<file path="config.mk">
export PLATFORM = sky130hd
export DESIGN_NAME = mdio_frame_engine
export DESIGN_NICKNAME = d
export VERILOG_FILES = /design/src/rtl/mdio_pkg.sv /design/src/rtl/mdc_clkgen.sv /design/src/rtl/mdio_shifter.sv /design/src/rtl/mdio_frame_engine.sv
export SDC_FILE = /design/constraint.sdc
export NUM_CORES = 1
export LEC_CHECK = 0
export CORE_ASPECT_RATIO = 1.2
export CORE_UTILIZATION = 63
export DETAILED_ROUTE_END_ITERATION = 8
export DONT_BUFFER_PORTS = 1
export PLACE_DENSITY = 0.79
export REMOVE_ABC_BUFFERS = 1
export SLEW_MARGIN = 0
export SYNTH_ARGS = -nofsm -noshare
export SYNTH_HDL_FRONTEND = slang
export SYNTH_SLANG_ARGS = --single-unit
export TNS_END_PERCENT = 5
</file>
<file path="constraint.sdc">
create_clock -name clk -period 5 [get_ports clk]
set_input_delay 0.25 -clock clk [delete_from_list [all_inputs] [get_ports clk]]
set_output_delay 0.25 -clock clk [all_outputs]
set_load 0.02 [all_outputs]
</file>
<file path="src/rtl/mdio_pkg.sv">
// mdio_pkg: frame geometry and frame assembly shared by the engine and its parts.
// Assumes Clause-22 framing: 32 preamble bits followed by a 32-bit frame.
package mdio_pkg;
    localparam int FRAME_BITS = 64;
    localparam int IDX_W      = $clog2(FRAME_BITS);
    localparam int ADDR_W     = 5;
    localparam int DATA_W     = 16;
    localparam int TA_FIRST   = 46;  // first turnaround bit period
    localparam int TA_SECOND  = 47;  // bit period carrying the PHY acknowledge
    localparam int DATA_FIRST = 48;  // first data bit period

    // Assemble the full 64-bit sequence, first bit in the MSB.
    function automatic logic [FRAME_BITS-1:0] build_frame(
        input logic              is_read,
        input logic [ADDR_W-1:0] phy,
        input logic [ADDR_W-1:0] regad,
        input logic [DATA_W-1:0] wdata
    );
        logic [1:0] op;
        logic [1:0] ta;
        logic [DATA_W-1:0] dat;
        op  = is_read ? 2'b10 : 2'b01;
        ta  = is_read ? 2'b11 : 2'b10;
        dat = is_read ? {DATA_W{1'b1}} : wdata;
        return {32'hFFFF_FFFF, 2'b01, op, phy, regad, ta, dat};
    endfunction
endpackage

</file>
<file path="src/rtl/mdc_clkgen.sv">
// mdc_clkgen: produces MDC and the per-bit rise/end events from the system clock.
// Assumes load_i and run_i are never high together; the divide value is latched on load_i
// and a value of zero is promoted to one so that MDC can toggle.
module mdc_clkgen #(
    parameter int DIV_W = 8
) (
    input  logic             clk,
    input  logic             rst_n,
    input  logic             load_i,
    input  logic             run_i,
    input  logic [DIV_W-1:0] div_i,
    output logic             mdc_o,
    output logic             rise_o,
    output logic             end_o
);
    localparam int CNT_W = DIV_W + 1;

    logic [DIV_W-1:0] div_q;
    logic [CNT_W-1:0] period, hi_len, lo_len, cnt, cnt_nx;

    // Derive bit-period geometry and the two events from the phase counter.
    always_comb begin
        period = CNT_W'(div_q) + CNT_W'(1);
        hi_len = period >> 1;
        lo_len = period - hi_len;
        cnt_nx = cnt + CNT_W'(1);
        end_o  = run_i && (cnt_nx == period);
        rise_o = run_i && !end_o && (cnt_nx == lo_len);
    end

    // Capture the divide setting when a transaction is accepted.
    always_ff @(posedge clk) begin
        if (!rst_n)           div_q <= DIV_W'(1);
        else if (load_i)      div_q <= (div_i == '0) ? DIV_W'(1) : div_i;
    end

    // Phase counter within one bit period.
    always_ff @(posedge clk) begin
        if (!rst_n || load_i) cnt <= '0;
        else if (run_i)       cnt <= end_o ? '0 : cnt_nx;
        else                  cnt <= '0;
    end

    // MDC: low phase first, high phase second, low whenever idle.
    always_ff @(posedge clk) begin
        if (!rst_n || load_i)      mdc_o <= 1'b0;
        else if (run_i && !end_o)  mdc_o <= (cnt_nx >= lo_len);
        else                       mdc_o <= 1'b0;
    end

    // the rise event finds MDC low and leaves it high.
    a_r2_rise_from_low: assert property (@(posedge clk) disable iff (!rst_n)
        rise_o |-> !mdc_o);
    a_r2_rise_to_high: assert property (@(posedge clk) disable iff (!rst_n)
        rise_o |=> mdc_o);
    // every bit period ends with MDC low.
    a_r2_end_low: assert property (@(posedge clk) disable iff (!rst_n)
        end_o |=> !mdc_o);
endmodule

</file>
<file path="src/rtl/mdio_shifter.sv">
// mdio_shifter: shifts the outgoing sequence, controls the drive enable and
// captures the acknowledge and read data. Assumes shift_i marks each MDC fall,
// sample_i each MDC rise, and bit_idx_i the current bit period.
module mdio_shifter
    import mdio_pkg::*;
(
    input  logic                  clk,
    input  logic                  rst_n,
    input  logic                  load_i,
    input  logic                  is_read_i,
    input  logic [FRAME_BITS-1:0] frame_i,
    input  logic                  shift_i,
    input  logic                  last_i,
    input  logic                  sample_i,
    input  logic [IDX_W-1:0]      bit_idx_i,
    input  logic                  mdio_i,
    output logic                  mdio_o,
    output logic                  mdio_oe_o,
    output logic [DATA_W-1:0]     rdata_o,
    output logic                  ack_o
);
    logic [FRAME_BITS-1:0] tx_q;
    logic                  rd_q;
    logic                  ack_s;
    logic [DATA_W-1:0]     rx_q;
    logic [IDX_W-1:0]      next_idx;

    assign mdio_o   = tx_q[FRAME_BITS-1];
    assign next_idx = bit_idx_i + IDX_W'(1);

    // Outgoing shift register and captured direction.
    always_ff @(posedge clk) begin
        if (!rst_n) begin
            tx_q <= '0;
            rd_q <= 1'b0;
        end else if (load_i) begin
            tx_q <= frame_i;
            rd_q <= is_read_i;
        end else if (shift_i) begin
            tx_q <= tx_q << 1;
        end
    end

    // Drive enable: on from the start, off for read turnaround/data and at the end.
    always_ff @(posedge clk) begin
        if (!rst_n)        mdio_oe_o <= 1'b0;
        else if (load_i)   mdio_oe_o <= 1'b1;
        else if (shift_i)  mdio_oe_o <= !last_i && (!rd_q || (next_idx < IDX_W'(TA_FIRST)));
    end

    // Sample the acknowledge and data bits at MDC rises of a read.
    always_ff @(posedge clk) begin
        if (!rst_n || load_i) begin
            ack_s <= 1'b0;
            rx_q  <= '0;
        end else if (sample_i && rd_q) begin
            if (bit_idx_i == IDX_W'(TA_SECOND))  ack_s <= !mdio_i;
            if (bit_idx_i >= IDX_W'(DATA_FIRST)) rx_q  <= {rx_q[DATA_W-2:0], mdio_i};
        end
    end

    // Commit results with the final bit period.
    always_ff @(posedge clk) begin
        if (!rst_n) begin
            rdata_o <= '0;
            ack_o   <= 1'b0;
        end else if (shift_i && last_i) begin
            ack_o <= rd_q && ack_s;
            if (rd_q) rdata_o <= rx_q;
        end
    end

    // the driven value holds between shift events.
    a_r7_hold_between_shifts: assert property (@(posedge clk) disable iff (!rst_n)
        (mdio_oe_o && !$past(shift_i) && !$past(load_i)) |-> $stable(mdio_o));
    // results change only at the end of a transaction.
    a_r6_commit_only_at_end: assert property (@(posedge clk) disable iff (!rst_n)
        ((ack_o != $past(ack_o)) || (rdata_o != $past(rdata_o))) |-> $past(shift_i && last_i));
endmodule

</file>
<file path="src/rtl/mdio_frame_engine.sv">
// mdio_frame_engine: accepts one transaction request, runs 64 bit periods on
// MDC/MDIO and pulses done. Assumes the pad merges mdio_o/mdio_oe_o and returns
// the line level on mdio_i.
module mdio_frame_engine
    import mdio_pkg::*;
#(
    parameter int DIV_W = 8
) (
    input  logic              clk,
    input  logic              rst_n,
    input  logic [DIV_W-1:0]  div_i,
    input  logic              start_i,
    input  logic              rd_i,
    input  logic [ADDR_W-1:0] phy_addr_i,
    input  logic [ADDR_W-1:0] reg_addr_i,
    input  logic [DATA_W-1:0] wdata_i,
    input  logic              mdio_i,
    output logic              mdc_o,
    output logic              mdio_o,
    output logic              mdio_oe_o,
    output logic [DATA_W-1:0] rdata_o,
    output logic              ack_o,
    output logic              done_o
);
    logic             busy;
    logic [IDX_W-1:0] bit_idx;
    logic             accept, rise_evt, end_evt, last_bit;

    assign accept   = start_i && !busy;
    assign last_bit = (bit_idx == IDX_W'(FRAME_BITS - 1));

    mdc_clkgen #(.DIV_W(DIV_W)) u_clk (
        .clk    (clk),
        .rst_n  (rst_n),
        .load_i (accept),
        .run_i  (busy),
        .div_i  (div_i),
        .mdc_o  (mdc_o),
        .rise_o (rise_evt),
        .end_o  (end_evt)
    );

    mdio_shifter u_shift (
        .clk       (clk),
        .rst_n     (rst_n),
        .load_i    (accept),
        .is_read_i (rd_i),
        .frame_i   (build_frame(rd_i, phy_addr_i, reg_addr_i, wdata_i)),
        .shift_i   (end_evt),
        .last_i    (last_bit),
        .sample_i  (rise_evt),
        .bit_idx_i (bit_idx),
        .mdio_i    (mdio_i),
        .mdio_o    (mdio_o),
        .mdio_oe_o (mdio_oe_o),
        .rdata_o   (rdata_o),
        .ack_o     (ack_o)
    );

    // Transaction sequencer: busy flag, bit period index and done pulse.
    always_ff @(posedge clk) begin
        if (!rst_n) begin
            busy    <= 1'b0;
            bit_idx <= '0;
            done_o  <= 1'b0;
        end else begin
            done_o <= 1'b0;
            if (accept) begin
                busy    <= 1'b1;
                bit_idx <= '0;
            end else if (busy && end_evt) begin
                if (last_bit) begin
                    busy   <= 1'b0;
                    done_o <= 1'b1;
                end else begin
                    bit_idx <= bit_idx + IDX_W'(1);
                end
            end
        end
    end

    // done lasts a single cycle.
    a_r8_done_single: assert property (@(posedge clk) disable iff (!rst_n)
        done_o |=> !done_o);
    // at done the clock is low and the line released.
    a_r10_idle_at_done: assert property (@(posedge clk) disable iff (!rst_n)
        done_o |-> (!mdc_o && !mdio_oe_o));
    // within a bit period the index holds, whatever start does.
    a_r9_index_holds: assert property (@(posedge clk) disable iff (!rst_n)
        (busy && !end_evt) |=> (busy && $stable(bit_idx)));
    // a change of the driven value during a transaction comes with MDC low.
    a_r7_change_at_fall: assert property (@(posedge clk) disable iff (!rst_n)
        ($past(busy) && busy && (mdio_o != $past(mdio_o))) |-> !mdc_o);
    // MDC only toggles high during a transaction.
    a_r2_mdc_only_busy: assert property (@(posedge clk) disable iff (!rst_n)
        $rose(mdc_o) |-> busy);
endmodule

</file>
* After elaboration in Yosys (flattened, before gate mapping)
Cells that the tools add are included.
Widths: inputs -> output; s select.
** Word-level totals
- Register bits :: 126
- Input bits :: 39
- Output and inout bits :: 21
- Word-level logic and storage cells :: 72
** Operators by class
- Add/subtract/negate cells :: 4
- Order comparisons :: 3
- Equality and inequality tests :: 4
- Multiplexer cells :: 12
- Bitwise gates (word level) :: 5
- Reductions and logical operators :: 30
** Operators by type and width (count)
- $mux 64 :: 2
- $eq 9x9->1 :: 2
- $mux 16 :: 1
- $eq 6x6->1 const B :: 2
- $reduce_and 2->1 :: 5
- $add 8x1->9 const B :: 1
- $add 9x1->9 const B :: 1
- $ge 9x9->1 :: 1
- $logic_and 1x1->1 :: 9
- $sub 9x8->9 :: 1
- $logic_not 8->1 :: 1
- $mux 8 :: 1
- $mux 1 :: 7
- $add 6x1->6 const B :: 1
- $ge 6x6->1 const B :: 1
- $logic_not 1->1 :: 6
- $lt 6x6->1 const B :: 1
- $reduce_bool 2->1 :: 3
- $reduce_or 3->1 :: 2
- $not 1->1 :: 5
- $reduce_or 2->1 :: 2
- $logic_or 1x1->1 :: 2
- $mux 2 :: 1

* Longest topological paths before layout
- Word-level depth :: 8
- Gate-level depth with buffers :: 17
- Gate-level depth less buffers :: 16

* Hierarchy
From an unflattened synthesis, not the netlist that was laid out.
** Unflattened totals
- Cells, all modules :: 798
- Area, all modules :: 6840.3 um2
** By module, submodules not included
- mdio_shifter :: instances 1, cells each 523, area each 4479.3 um2, sequential area each 2001.9 um2
- mdc_clkgen :: instances 1, cells each 213, area each 1833.0 um2, sequential area each 360.3 um2
- mdio_frame_engine :: instances 1, cells each 62, area each 528.0 um2, sequential area each 160.2 um2

* Worst setup path after synthesis
OpenSTA, ideal clock, no wires.
- Kind :: flip-flop to flip-flop
- Start point :: register u_clk.div_q[1]
- End point :: register u_shift.rx_q[6]
- Setup time :: 0.128 ns
- Arrival :: 3.909 ns
- Required time :: 4.872 ns
- Path slack :: 0.963 ns
- Cell stages (with the launch flop) :: 17
- Buffers on the path :: 1
- Clock period less this slack :: 4.037 ns
- Cells stage by stage :: dfxtp_1 -> ha_1 -> xnor2_2 -> ha_1 -> a21oi_1 -> or4b_2 -> o21ai_0 -> a22oi_1 -> o211ai_1 -> xnor2_1 -> ha_1 -> nand4_1 -> nor4_1 -> o311ai_2 -> buf_4 -> mux2i_1 -> nor2_1
** On the way
- Word-level cells in the longest chain between the ends :: 8
- Elaborated cells on any way between the ends :: 10
- Classes of those cells :: 2 x add/sub; 2 x eq/ne; 6 x reduce/logical
** RTL lines
- start: declaration :: line mdc_clkgen.sv:18 : logic [DIV_W-1:0] div_q;
- start signal: assignment :: line mdc_clkgen.sv:34 : else if (load_i) div_q <= (div_i == '0) ? DIV_W'(1) : div_i;
- $add 8x1->9 * :: line mdc_clkgen.sv:23 : period = CNT_W'(div_q) + CNT_W'(1);
- branches (longest 4 deep; another with $sub 9x8->9)
- $logic_and 1x1->1 * :: line mdc_clkgen.sv:28 : rise_o = run_i && !end_o && (cnt_nx == lo_len);
- $logic_and 1x1->1 * :: line mdio_shifter.sv:56 : end else if (sample_i && rd_q) begin
- $reduce_and 2->1 (no line) *
- end signal: assignment :: line mdio_shifter.sv:58 : if (bit_idx_i >= IDX_W'(DATA_FIRST)) rx_q <= {rx_q[DATA_W-2:0], mdio_i};
- end: declaration :: line mdio_shifter.sv:25 : logic [DATA_W-1:0] rx_q;
Every way passes the cells marked *.
A chain may end at the register's enable or synchronous reset.

* Worst setup path after layout
- Start point :: register u_clk.div_q[0]
- End point :: register u_shift.rx_q[11]
Same word-level chain as after synthesis.

==> run_results.csv <==
group,metric,value,unit
setup_path,cp_slowest_cell,"or4b_2",
floorplanning,rows,38,
synthesis,synth-seq-cells,126,
setup_path,worstPathRequired,5.37,ns
sta,finalSetupViolations,0,
final_layout,insertedDiodeCount,0,
clock_network,cts_buffers,17,
clock_network,cts.sinks,126,
grt,overflow,0,
floorplanning,die_w,89.87,um
sta,slew_violations,0,
detailed_routing,route.detailed.drc,0,
synthesis,synth_seq_area_share,43.22,%
clock_network,path_clk_slew,0.06,ns
clock_network,htreeDepth,4,
hold_path,hold_class,"in2reg",
sta,min_period,4.434,ns
place,io_buffer_count,0,
synthesis,ys.warnings.count,0,
sta,rsz0062_at_grt,"no",
synthesis,syn_area,5837,sq um
floorplanning,die-area,9655,sq um
power_and_ir_drop,powerDensity,377.1,nW/um^2
setup_path,end_kind,"flop",
status,status,"finished clean",
setup_path,worstSetupPathType,"reg2reg",
clock_network,clkLatencyLatePin,0.52,ns
sta,fin_skew,0.01179,ns
detailed_routing,route.detailed.wl_per_inst,15.94,um
power_and_ir_drop,p_int,1.897,mW
floorplanning,core,9034,sq um
synthesis,syn_area_per_cell,8.256,sq um
grt,grt_max_degree,73,
grt,grt_pass1_vias,4853,
final_layout,final_nets,772,
synthesis,ys_types,50,
detailed_routing,via_per_inst,6.069,
final_layout,utilization,75.28,%
detailed_routing,dr_total_vias,5153,
detailed_routing,final_antenna_net_count,0,
grt,grt_pass1_wl,22.33,mm
place,gp_congestion,0.9538,
job,cap_viol_max_count,0,
synthesis,synthCells,707,
sta,hold_viol_final,0,
setup_path,cp_max_fo,16,
setup_path,crit_arrival,4.81,ns
setup_path,critical_path_buf_inv_count,0,
clock_network,post_cts_buffers,0,
clock_network,clock_path_buffers,2,
power_and_ir_drop,pwr-share-clk,46.4,%
grt,grt_usage,29.12,%
detailed_routing,drt-initial-drc-count,415,
setup_path,worstSetupStartpointType,"flop",
sta,fin_crit_sh,88.68,%
place,dpl.hpwl,8.008,mm
power_and_ir_drop,ir_drop,0.0002916,V
power_and_ir_drop,pwr-share-seq,42.5,%
power_and_ir_drop,p_leak,2.794,nW
sta,maxSlewHeadroom,32.43,%
setup_path,critPathMostFrequentCell,"ha_1",
floorplanning,die-height,107.4,um
power_and_ir_drop,switchingPower,667.1,uW
clock_network,cts_tree,"built",
setup_path,max_stage_delay,0.67,ns
detailed_routing,routed_wl,13.53,mm
setup_path,crit_chain,"ha_1 -> xnor2_2 -> ha_1 -> a21oi_1 -> or4b_2 -> o21ai_0 -> a22oi_1 -> o211ai_1 -> xnor2_1 -> ha_1 -> nand4_1 -> nor4_2 -> o311ai_4 -> mux2i_1 -> nor2_1",
clock_network,cts-root-buf,"clkbuf_8",
power_and_ir_drop,swShare,26.02,%
power_and_ir_drop,pwr-share-comb,11.1,%
sta,max_freq,225.5,MHz
floorplanning,initial_core_util,64.61,%
sta,worst_slew_pin_slew,1.011,ns
grt,antenna_found_initial,0,
setup_path,crit_family,"simple AND/OR/NAND/NOR gates",
sta,worst_hold_slack,0.08861,ns
final_layout,drive_gt1_share,6.722,%
floorplanning,io-pin-count,60,
final_layout,fillers,668,
detailed_routing,dr.pass1.iters,5,
sta,tns,0,ns
final_layout,area_growth,16.51,%
## metal layers
metal	track usage [%]	wire length [um]	vias up
li1	-	-	2531
met1	33.71	5684	2429
met2	50.49	6873	163
met3	7.345	664	30
met4	14.06	310	0
met5	0	0	-
## tightest hold or removal path, stage by stage
cell     delay, ns
buf_12        0.15
o31ai_1       0.09
a21oi_1       0.04
## synthesized netlist by cell type (all sizes together)
master | n | area share (%)
o211ai | 9 | 1.2
o311ai | 1 | 0.28
mux2i | 33 | 5.7
dfxtp | 126 | 43
a211oi | 3 | 0.39
xnor2 | 14 | 2.2
clkbuf | 38 | 2.4
clkinv | 1 | 0.064
nor2 | 66 | 4.2
a21oi | 26 | 2.2
and3 | 8 | 0.86
nor2b | 2 | 0.21
or4b | 1 | 0.17
a21o | 6 | 0.77
a211o | 4 | 0.60
xor2 | 8 | 1.2
nand3 | 44 | 3.8
a41oi | 1 | 0.15
a22oi | 1 | 0.13
nand2 | 93 | 6.0
nand4b | 1 | 0.15
nor4 | 4 | 0.43
o21ai | 28 | 2.4
buf | 16 | 1.5
a311oi | 1 | 0.15
or4 | 3 | 0.39
a21boi | 1 | 0.13
nand2b | 2 | 0.21
o311a | 1 | 0.17
nor3b | 1 | 0.13
o221ai | 11 | 1.7
and4 | 2 | 0.30
o21a | 4 | 0.51
a31o | 1 | 0.15
nand4 | 9 | 1.1
o2111a | 1 | 0.19
nor3 | 75 | 6.5
a31oi | 18 | 1.9
inv | 13 | 0.84
fa | 1 | 0.34
ha | 16 | 3.4
or3 | 9 | 1.1
o31ai | 4 | 0.51
## path summary, 6_finish.rpt
kind | startpoint | end | slack (ns) | cells past startpoint
worst max-delay path | u_clk.div_q[0]$_SDFFE_PN1P_ | u_shift.rx_q[11]$_SDFFE_PP0P_ | 0.57 | 15
worst min-delay path | rst_n | u_shift.mdio_oe_o$_SDFFE_PN0P_ | 0.09 | 3
worst max register to register | u_clk.div_q[0]$_SDFFE_PN1P_ | u_shift.rx_q[11]$_SDFFE_PP0P_ | 0.57 | 15
worst min register to register | u_shift.rx_q[3]$_SDFFE_PP0P_ | u_shift.rdata_o[3]$_SDFFE_PN0P_ | 0.48 | 2
## through the flow
stage                     instances  setup WS [ns]  power (mW)  instance area [sq um]
final                           849         0.5661       2.564                   6800
after global routing            849         0.1200       2.664                   6800
after CTS                       848         0.3169       2.569                   6784
after detailed placement        778         0.3574       1.351                   5818
after global placement          778         0.5615       1.335                   5818
after floorplan                 653         0.8075       1.291                   5607
## placed cells by master (no fill, tap or decap), types with 8 or more instances in the layout
| master | Yosys | layout |
|---|---|---|
| dlygate4sd3_1 | 0 | 38 |
| nand3_1 | 44 | 43 |
| inv_1 | 13 | 13 |
| nand4_1 | 8 | 8 |
| nand2_1 | 93 | 93 |
| nor3_1 | 74 | 74 |
| dfxtp_1 | 126 | 126 |
| xnor2_1 | 13 | 13 |
| xor2_1 | 8 | 8 |
| a31oi_1 | 18 | 18 |
| clkbuf_16 | 0 | 16 |
| o211ai_1 | 9 | 9 |
| o21ai_0 | 28 | 28 |
| o221ai_1 | 11 | 11 |
| a21oi_1 | 26 | 26 |
| mux2i_1 | 33 | 33 |
| ha_1 | 16 | 16 |
| nor2_1 | 66 | 66 |
## cell families (layout without fill, tap and decap cells)
logic type               count (synthesis)  in the layout  synth area share (%)
AND/OR/NAND/NOR                        320            320                 25.57
flip-flops                             126            126                 43.22
AO/OA/AOI/OAI                          121            121                 13.50
buffers and inverters                   68             90                 4.845
multiplexers                            33             33                 5.659
XOR/XNOR                                22             22                 3.430
adder cells (fa/ha/maj)                 17             17                 3.773
## sequential cells by signal, summed over array words and instances, names as in the netlist
name,count
u_shift.rdata_o,16
u_clk.cnt,9
u_shift.rx_q,16
busy,1
u_shift.tx_q,64
u_shift.ack_o,1
u_shift.rd_q,1
bit_idx,6
done_o,1
u_shift.ack_s,1
u_clk.div_q,8
u_shift.mdio_oe_o,1
u_clk.mdc_o,1
## power by group through the flow
stage	Sequential (mW)	Combinational [mW]	Clock [mW]
floorplan	1.10	0.191	0
global placement	1.11	0.229	0
detailed placement	1.11	0.242	0
CTS	1.09	0.278	1.20
global route	1.09	0.314	1.25
finish	1.09	0.285	1.19
## timing repair
item / 4_1_cts / 5_1_grt
hold buffers: 38 / 1
resized for setup: 0 / 1
endpoints found under the setup margin: 0 / 16
hold endpoints to repair: 58 / 1
## cell type report
type                            count  area (sq um)  share of cell area, %
Timing Repair Buffer               44         437.9                  6.440
Clock inverter                     14         157.7                  2.318
Multi-Input combinational cell    513          3062                  45.02
Inverter                           14         52.55                 0.7728
Clock buffer                       18         417.9                  6.145
Tap cell                          120         150.1                  2.208
Sequential cell                   126          2522                  37.09
(Power assumes the default switching activity.)
